===== src/rtl/mhf_pkg.sv =====
package mhf_pkg;
  localparam logic [31:0] CRC_POLY = 32'h04C1_1DB7;

  // one byte, LSB first, MSB-aligned remainder
  function automatic logic [31:0] crc_byte(input logic [31:0] c_in, input logic [7:0] d);
    logic [31:0] c;
    logic        fb;
    c = c_in;
    for (int i = 0; i < 8; i++) begin
      fb = c[31] ^ d[i];
      c  = {c[30:0], 1'b0};
      if (fb) c = c ^ CRC_POLY;
    end
    return c;
  endfunction
endpackage


===== src/rtl/mhf_table.sv =====
module mhf_table #(
  parameter int NUM_REGS = 8,
  parameter int REG_W    = 8
) (
  input  logic                        clk_i,
  input  logic                        rst_ni,
  input  logic                        we_i,
  input  logic [$clog2(NUM_REGS)-1:0] addr_i,
  input  logic [REG_W-1:0]            wdata_i,
  output logic [REG_W-1:0]            rdata_o,
  output logic [NUM_REGS*REG_W-1:0]   tbl_o
);
  logic [REG_W-1:0] regs_q [NUM_REGS];

  for (genvar r = 0; r < NUM_REGS; r++) begin : g_reg
    always_ff @(posedge clk_i or negedge rst_ni) begin
      if (!rst_ni)                                      regs_q[r] <= '0;
      else if (we_i && addr_i == ($clog2(NUM_REGS))'(r)) regs_q[r] <= wdata_i;
    end
    assign tbl_o[r*REG_W +: REG_W] = regs_q[r];
  end

  assign rdata_o = regs_q[addr_i];
endmodule


===== src/rtl/mhf_addr_crc.sv =====
module mhf_addr_crc import mhf_pkg::*; #(
  parameter int ADDR_BYTES = 6
) (
  input  logic        clk_i,
  input  logic        rst_ni,
  input  logic        start_i,
  input  logic        valid_i,
  input  logic [7:0]  byte_i,
  output logic [31:0] crc_nxt_o,
  output logic        last_o,
  output logic        mcast_o
);
  localparam int CW = $clog2(ADDR_BYTES + 1);
  localparam logic [CW-1:0] CNT_END  = CW'(ADDR_BYTES);
  localparam logic [CW-1:0] CNT_LAST = CW'(ADDR_BYTES - 1);

  logic [31:0]   crc_q, base_crc;
  logic [CW-1:0] cnt_q, base_cnt;
  logic          first_q, consume;

  always_comb begin
    base_crc  = start_i ? '1 : crc_q;
    base_cnt  = start_i ? '0 : cnt_q;
    consume   = valid_i && (base_cnt < CNT_END);
    crc_nxt_o = crc_byte(base_crc, byte_i);
    mcast_o   = (base_cnt == '0) ? byte_i[0] : first_q;
    last_o    = consume && (base_cnt == CNT_LAST);
  end

  always_ff @(posedge clk_i or negedge rst_ni) begin
    if (!rst_ni) begin
      crc_q   <= '1;
      cnt_q   <= '0;
      first_q <= 1'b0;
    end else if (consume) begin
      crc_q <= crc_nxt_o;
      cnt_q <= base_cnt + 1'b1;
      if (base_cnt == '0) first_q <= byte_i[0];
    end else if (start_i) begin
      crc_q <= '1;
      cnt_q <= '0;
    end
  end
endmodule


===== src/rtl/mcast_hash_filter.sv =====
module mcast_hash_filter import mhf_pkg::*; #(
  parameter int NUM_REGS   = 8,
  parameter int REG_W      = 8,
  parameter int ADDR_BYTES = 6
) (
  input  logic                        clk_i,
  input  logic                        rst_ni,
  input  logic                        reg_we_i,
  input  logic [$clog2(NUM_REGS)-1:0] reg_addr_i,
  input  logic [REG_W-1:0]            reg_wdata_i,
  output logic [REG_W-1:0]            reg_rdata_o,
  input  logic                        addr_start_i,
  input  logic                        addr_valid_i,
  input  logic [7:0]                  addr_byte_i,
  output logic                        is_mcast_o,
  output logic                        accept_o,
  output logic                        done_o
);
  localparam int TBL_BITS = NUM_REGS * REG_W;
  localparam int IDX_W    = $clog2(TBL_BITS);

  logic [TBL_BITS-1:0] tbl;
  logic [31:0]         crc_nxt;
  logic                last, mcast, hit;
  logic                done_q, acc_q, mc_q;

  mhf_table #(.NUM_REGS(NUM_REGS), .REG_W(REG_W)) u_table (
    .clk_i, .rst_ni,
    .we_i(reg_we_i), .addr_i(reg_addr_i), .wdata_i(reg_wdata_i),
    .rdata_o(reg_rdata_o), .tbl_o(tbl)
  );

  mhf_addr_crc #(.ADDR_BYTES(ADDR_BYTES)) u_crc (
    .clk_i, .rst_ni,
    .start_i(addr_start_i), .valid_i(addr_valid_i), .byte_i(addr_byte_i),
    .crc_nxt_o(crc_nxt), .last_o(last), .mcast_o(mcast)
  );

  // table read uses pre-write contents
  assign hit = tbl[crc_nxt[IDX_W-1:0]];

  always_ff @(posedge clk_i or negedge rst_ni) begin
    if (!rst_ni) begin
      done_q <= 1'b0;
      mc_q   <= 1'b0;
      acc_q  <= 1'b0;
    end else begin
      done_q <= last;
      mc_q   <= last && mcast;
      acc_q  <= last && mcast && hit;
    end
  end

  assign done_o     = done_q;
  assign is_mcast_o = mc_q;
  assign accept_o   = acc_q;
endmodule


===== config.mk =====
export PLATFORM = sky130hd
export DESIGN_NAME = mcast_hash_filter
export DESIGN_NICKNAME = d
export VERILOG_FILES = /design/src/rtl/mhf_pkg.sv /design/src/rtl/mhf_table.sv /design/src/rtl/mhf_addr_crc.sv /design/src/rtl/mcast_hash_filter.sv
export SDC_FILE = /design/constraint.sdc
export NUM_CORES = 1
export LEC_CHECK = 0
export CORE_MARGIN = 2
export CORE_UTILIZATION = 30
export CTS_CLUSTER_SIZE = 28
export DETAILED_ROUTE_END_ITERATION = 7
export PLACE_DENSITY = 0.56
export SYNTH_ARGS = -nofsm -noshare
export SYNTH_HDL_FRONTEND = slang
export SYNTH_SLANG_ARGS = --single-unit

===== constraint.sdc =====
create_clock -name clk_i -period 2.9 [get_ports clk_i]
set_input_delay 0.58 -clock clk_i [delete_from_list [all_inputs] [get_ports clk_i]]
set_output_delay 0.58 -clock clk_i [all_outputs]
set_load 0.01 [all_outputs]

==> results of run 1 <==
state kept, by name (all words and copies together), names as in the netlist:
register       cells
u_crc.crc_q       32
accept_o           1
u_crc.cnt_q        3
u_crc.first_q      1
is_mcast_o         1
done_o             1
u_table.tbl_o     64
cell families after synthesis:
kind of cell | Yosys count | synth area share (%)
muxes | 96 | 21.8
xor gates and xnor gates | 55 | 9.10
buffers and inverters | 41 | 3.04
AOI/OAI and AO/OA | 128 | 13.2
adders and majority gates | 4 | 0.775
DFF | 103 | 42.7
and+or+nand+nor | 123 | 9.40
synthesized netlist by cell type, types with 3 or more instances:
| cell | number | area [sq um] |
|---|---|---|
| mux2_2 | 72 | 811 |
| dfrtp_1 | 71 | 1780 |
| nor2_1 | 48 | 180 |
| a21oi_1 | 42 | 210 |
| xnor2_1 | 34 | 298 |
| dfstp_2 | 32 | 841 |
| o21ai_0 | 25 | 125 |
| nand2_1 | 24 | 90.1 |
| mux4_2 | 23 | 518 |
| clkbuf_1 | 19 | 71.3 |
| xor2_1 | 14 | 123 |
| nor3_1 | 13 | 65.1 |
| o22a_1 | 13 | 114 |
| a31oi_1 | 9 | 56.3 |
| o22ai_1 | 8 | 50.1 |
| nand3_1 | 7 | 35.0 |
| inv_1 | 6 | 22.5 |
| or3_1 | 6 | 37.5 |
| a311oi_1 | 5 | 43.8 |
| buf_1 | 5 | 18.8 |
| buf_2 | 5 | 25.0 |
| nand4b_1 | 4 | 35.0 |
| nor2b_1 | 4 | 25.0 |
| xnor2_2 | 4 | 65.1 |
| a211o_1 | 3 | 26.3 |
| and2_1 | 3 | 18.8 |
| buf_4 | 3 | 22.5 |
| ha_1 | 3 | 37.5 |
| nand4_1 | 3 | 18.8 |
| o21ai_1 | 3 | 15.0 |
power groups by stage:
stage,clock (W),combinational [W],sequential [W]
floorplan,0,0.00219,0.00219
global placement,0,0.00336,0.00235
detailed placement,0,0.00341,0.00236
CTS,0.00137,0.00342,0.00233
global route,0.00142,0.00377,0.00238
finish,0.00134,0.00347,0.00234
worst max path at each step:
| stage | start | to | cells past startpoint |
|---|---|---|---|
| 3_3_place_gp | addr_byte_i[1] | accept_o$_DFF_PN0_ | 10 |
| 2_1_floorplan | reg_addr_i[0] | reg_rdata_o[7] | 4 |
| 5_1_grt | reg_addr_i[0] | reg_rdata_o[3] | 5 |
| 4_1_cts | addr_byte_i[1] | accept_o$_DFF_PN0_ | 12 |
| 3_5_place_dp | addr_byte_i[1] | accept_o$_DFF_PN0_ | 10 |
| 6_report | reg_addr_i[0] | reg_rdata_o[3] | 5 |
metal layers:
metal / wire (um) / GRT usage, % / vias up / share of wire [%]
met5: 0 / 0 / - / 0
met3: 884 / 3.39 / 27 / 4.9
li1: - / - / 2201 / -
met4: 344 / 5.43 / 0 / 1.9
met2: 8850 / 28.5 / 156 / 49
met1: 7900 / 22.8 / 2465 / 44
cell type report:
cell class | count | area, sq um | share of cell area [%]
clock inverters | 7 | 97.6 | 1.26
repair buffers | 114 | 1030 | 13.4
clock buffers | 9 | 225 | 2.91
flip-flops and latches | 103 | 2620 | 33.9
well taps | 270 | 338 | 4.37
inverters | 7 | 26.3 | 0.340
multi-input cells | 406 | 3390 | 43.8
metrics by stage:
step           util [%]  setup TNS (ns)  hold WS (ns)  setup WS, ns
4_1_cts            38.0               0         0.278        0.0105
3_3_place_gp       36.3           -3.13         0.489        -0.387
5_1_grt            38.3               0         0.304        0.0139
6_report           38.3               0         0.259        0.0626
3_5_place_dp       36.3           -3.48         0.492        -0.381
2_1_floorplan         -               0         0.284        0.0486
critical path, stage by stage:
cell           delay (ns)
dlygate4sd2_1        0.28
bufbuf_16            0.31
mux4_2               0.49
mux2_2               0.30
dlygate4sd2_1        0.29
repair_timing:
action	CTS	global route
cloned	1	0
resized for setup	11	12
endpoints found under the setup margin	9	1
hold buffers	0	0
pin swaps	0	3
setup buffers	0	0
==> key figures, run 1 <==
CTS
  • Worst skew pair latency: 0.36 ns
  • Clk buf depth: 2
  • CTS tree: built
  • Clock Sinks: 103
  • TritonCTS Buffers: 9
  • Clock transition at path regs: 0.07 ns
  • H-tree depth: 3
  • CTS root buf: clkbuf_16

Synth
  • Post-Syn Area: 6130 sq um
  • Avg Cell Area, Syn: 11.2 sq um
  • Post-synth top flop: dfrtp_1
  • EDFF count, synth: 0
  • Synth Net Count: 577
  • Yosys reg bits: 103
  • Async S/R FF share, synth: 100%
  • Seq/Total Area, Yosys: 42.7%
  • Mapped Cells: 550
  • Cell variety after synth: 56
  • Ys Warns: 0

Place
  • Placement Cell Area: 7310 sq um
  • GPL Wtd Cong: 0.932
  • HPWL Detailed: 13,300 um
  • Buffers on Ports: 34
  • DP Cell Count: 899

Routing
  • Via/cell ratio: 5.29
  • DR iter-0 viols: 411
  • Antenna viol nets, final: 0
  • Post-Route WL: 18,000 um
  • Post-DR wirelength/cell: 19.6 um
  • Initial DRT Pass Iterations: 5
  • Via count of the routed design: 4,849
  • DRC Markers: 0

Power
  • Register share of total power: 32.7%
  • Net switching power: 0.00266 W
  • Maximum VDD drop: 0.000369 V
  • Final Power: 0.00715 W
  • Clock power frac: 18.7%
  • Sw frac: 37.2%
  • Leakage: 3.12 nW
  • P_int: 0.00449 W
  • Combinational power share: 48.5%
  • Pwr/cell area: 925 nW/um^2

Critical path
  • CP required: 2.32 ns
  • Kind of critical path: in -> out
  • Critical path capture point type: primary output
  • Critical Path AT: 2.26 ns
  • Reg2reg path depth: 10
  • Critical path launch point type: input pin
  • Setup slack, reg-to-reg: 0.25 ns
  • Reg2reg end: accept_o$_DFF_PN0_
  • FF-to-FF Start: u_crc.crc_q[31]$_DFF_PN1_
  • Crit path max fanout: 10

Final layout
  • Commonest non-fill, non-tap cells in the layout: 73 x buf_4, 72 x mux2_2, 71 x dfrtp_1
  • Layout cell share with drive strength beyond 1: 37.8%
  • Fin nets: 668
  • Most common cell after layout, fill and taps aside: buf_4
  • Final non-filler cell total: 916
  • Area grow syn2layout: 26.0%
  • # diodes: 0
  • Final Cell Area: 7730 sq um
  • Fillers: 1,995

Outcome
  • Run status: finished, final reports clean

GRT
  • Initial antenna violation count: 0
  • GRT Overall Usage: 17.2%
  • First-pass GRT wire length: 28,900 um
  • Vias in the first global route: 5,080
  • GRT overflow: 0
  • Largest net degree at the start of global routing: 48

Floorplan
  • Die Width: 147 um
  • Die area: 21,600 sq um
  • Placement row count: 52
  • # IOs: 35
  • Initial Util: 30.4%
  • Core footprint: 20,200 sq um
  • Die Ht: 147 um

STA
  • Clock skew: 0.0123 ns
  • Final hold vios: 0
  • Final worst-path cycle share: 97.8%
  • Max-slew violation count: 0
  • Least-Margin Pin Slew: 0.712 ns
  • Final setup viols: 0
  • Tmin final: 2.84 ns
  • Max Fclk: 352 MHz
  • Slew headroom: 52.4%
  • RSZ-0062 raised after global routing: false

Min path
  • HP Class: in -> async

Flow run
  • Max-Cap Viols: 0
No activity file was read; power rests on OpenSTA's default activity.
==> inputs of run 2 (changes only) <==
--- a/config.mk
+++ b/config.mk
@@ -5,6 +5,7 @@
 export SDC_FILE = /design/constraint.sdc
 export NUM_CORES = 1
 export LEC_CHECK = 0
+export CAP_MARGIN = 20
 export CORE_MARGIN = 2
 export CORE_UTILIZATION = 30
 export CTS_CLUSTER_SIZE = 28
==> results of run 2 <==
Final layout, timing and power as in run 1 (identical DEF).
==> inputs of run 3 (changes only) <==
--- a/config.mk
+++ b/config.mk
@@ -5,12 +5,14 @@
 export SDC_FILE = /design/constraint.sdc
 export NUM_CORES = 1
 export LEC_CHECK = 0
-export CAP_MARGIN = 20
+export CAP_MARGIN = 25
 export CORE_MARGIN = 2
 export CORE_UTILIZATION = 30
+export CTS_BUF_LIST = sky130_fd_sc_hd__clkbuf_4 sky130_fd_sc_hd__clkbuf_8
 export CTS_CLUSTER_SIZE = 28
 export DETAILED_ROUTE_END_ITERATION = 7
 export PLACE_DENSITY = 0.56
+export SETUP_SLACK_MARGIN = 0.2
 export SYNTH_ARGS = -nofsm -noshare
 export SYNTH_HDL_FRONTEND = slang
 export SYNTH_SLANG_ARGS = --single-unit
==> run 3 against run 2 <==
Largest power group unchanged. Critical endpoint is now accept_o$_DFF_PN0_. Global-route usage is essentially flat. Sequential cell count did not move. First-iteration DRC count fell by 21%. Core utilization down 0.23 points.
==> key figures, run 3 (same netlist as run 1, synthesis figures left out) <==
CTS
  • Clk buf depth: 2 (unchanged)
  • # Post-CTS Setup Buffers: 0 (unchanged)
  • TritonCTS Buffers: 9 (unchanged)
  • CTS tree: built
  • H-tree depth: 3 (unchanged)
  • CTS root buf: clkbuf_8
  • Worst skew pair latency: 0.39 ns (+0.03 ns)
  • Clock Sinks: 103 (unchanged)
  • Clock transition at path regs: 0.11 ns (+0.04 ns)

Floorplan
  • Die area: 21,600 sq um (unchanged)
  • Core footprint: 20,200 sq um (unchanged)
  • Die Width: 147 um (unchanged)
  • # IOs: 35 (unchanged)
  • Placement row count: 52 (unchanged)
  • Die Ht: 147 um (unchanged)
  • Initial Util: 30.4% (unchanged)

Place
  • Dpl ws: -0.320 ns (+0.0611 ns)
  • Placement Cell Area: 7320 sq um (+0.14%)
  • GPL Wtd Cong: 0.941 (+1.0%)
  • HPWL Detailed: 13,000 um (-2.5%)
  • Buffers on Ports: 34 (unchanged)

Final layout
  • Max reg flops: 64 (unchanged)
  • Fillers: 1,989 (-0.30%)
  • Commonest non-fill, non-tap cells in the layout: 77 x buf_4, 72 x mux2_2, 71 x dfrtp_1
  • Most common cell after layout, fill and taps aside: buf_4
  • # diodes: 0 (unchanged)
  • Final Cell Area: 7680 sq um (-0.60%)
  • Fin nets: 673 (+0.75%)
  • Area grow syn2layout: 25.2%
  • Layout cell share with drive strength beyond 1: 39.6% (+1.9 points)

GRT
  • GRT Overall Usage: 17.2% (about the same)
  • First-pass GRT wire length: 29,100 um (+0.84%)
  • Initial antenna violation count: 0 (unchanged)
  • GRT overflow: 0 (unchanged)
  • Largest net degree at the start of global routing: 69 (+44%)
  • Vias in the first global route: 5,183 (+2.0%)

STA
  • Setup ws final: 0.230 ns (+0.168 ns)
  • Slew headroom: 56.4% (+4.0 points)
  • Least-Margin Pin Slew: 0.650 ns (-0.0618 ns)
  • Final setup viols: 0 (unchanged)
  • Tmin final: 2.67 ns (-0.168 ns)
  • RSZ-0062 raised after global routing: true
  • Max-slew violation count: 0 (unchanged)
  • Clock skew: 0.0100 ns (-0.00230 ns)
  • Max Fclk: 375 MHz (+6.3%)
  • Final worst-path cycle share: 92.1% (-5.8 points)
  • Final hold vios: 0 (unchanged)

Routing
  • Post-Route WL: 17,700 um (-1.6%)
  • Antenna viol nets, final: 0 (unchanged)
  • DR iter-0 viols: 323 (-21%)
  • Initial DRT Pass Iterations: 5 (unchanged)
  • DRC Markers: 0 (unchanged)
  • Via count of the routed design: 4,847 (-0.041%)
  • Via/cell ratio: 5.26 (-0.58%)
  • Post-DR wirelength/cell: 19.2 um (-2.2%)

Critical path
  • Critical Path AT: 2.97 ns (+0.71 ns)
  • Kind of critical path: in -> reg
  • CP required: 3.20 ns (+0.88 ns)
  • Critical path capture point type: flip-flop
  • Crit path max fanout: 4 (-6)
  • Critical path launch point type: input pin

Min path
  • HP Class: in -> async

Power
  • Pwr/cell area: 884 nW/um^2 (-4.5%)
  • Final Power: 0.00679 W (-5.0%)
  • Maximum VDD drop: 0.000319 V (-14%)
  • Leakage: 3.10 nW (-0.63%)

Flow run
  • Max-Cap Viols: 0 (unchanged)

Outcome
  • Run status: finished, final reports clean
run 3: cell types whose count changed in the layout (fill, tap and decap cells not counted), sizes merged:
| cell | change |
|---|---|
| dlymetal6s2s | -1 |
| bufinv | -1 |
| clkinv | +1 |
| inv | -1 |
| clkbuf | +2 |
| clkdlybuf4s50 | -1 |
| dlygate4sd2 | +1 |
| buf | +5 |
run 3: final cells by class:
class	count	area, sq um	area share, %
clock inverter	6	51.3	0.668
inverter	7	26.3	0.342
clock buffer	10	131	1.71
timing repair buffer	119	1080	14.1
sequential	103	2620	34.1
multi-input combinational	406	3430	44.7
tap	270	338	4.40
run 3: through the flow:
stage / hold slack [ns] / utilization [%] / instances / setup TNS [ns]
after floorplan: 0.284 / - / 550 / 0
after detailed placement: 0.491 / 36.3 / 902 / -3.37
after CTS: 0.160 / 37.7 / 920 / 0
after global placement: 0.485 / 36.3 / 902 / -3.05
final: 0.164 / 38.1 / 921 / 0
after global routing: 0.175 / 38.1 / 921 / 0
run 3: worst paths after layout:
check                                          start  slack (ns)  depth (start not counted)                             to
setup / recovery                      addr_byte_i[0]        0.23                         11             accept_o$_DFF_PN0_
hold / removal                                rst_ni        0.16                          1  u_table.tbl_o[17]$_DFFE_PN0P_
setup reg to reg           u_crc.crc_q[30]$_DFF_PN1_        0.25                          8             accept_o$_DFF_PN0_
hold reg to reg            u_crc.first_q$_DFFE_PN0P_        0.51                          1      u_crc.first_q$_DFFE_PN0P_
max in group asynchronous                     rst_ni        2.01                          2       u_crc.crc_q[4]$_DFF_PN1_
min in group clk_i         u_crc.first_q$_DFFE_PN0P_        0.51                          1      u_crc.first_q$_DFFE_PN0P_
run 3: where the power goes:
| group | switching (W) | internal [W] |
|---|---|---|
| sequential | 0.000366 | 0.00197 |
| clock | 0.000551 | 0.000337 |
| combinational | 0.00171 | 0.00186 |
run 3: critical path, stage by stage:
cell and delay, ns:
clkdlybuf4s50_1 0.47, xnor2_2 0.27, and3_1 0.27, nor2_1 0.06
buf_4 0.15, buf_4 0.16, o311ai_0 0.41, a221oi_2 0.10
o21ai_1 0.15, a31oi_1 0.07, a311oi_2 0.26
run 3: repair_timing:
action	CTS	global route
hold buffers	0	0
gates resized for setup	24	12
gates cloned	2	1
endpoints found under the setup margin	10	10
pin swaps	0	0
run 3: layer usage:
metal / wire length, um / part of all wire (%) / track usage (%) / vias to the layer above
met3: 808 / 4.6 / 3.07 / 30
li1: - / - / - / 2216
met2: 8720 / 49 / 28.5 / 140
met1: 7840 / 44 / 22.9 / 2461
met5: 0 / 0 / 0 / -
met4: 320 / 1.8 / 5.53 / 0
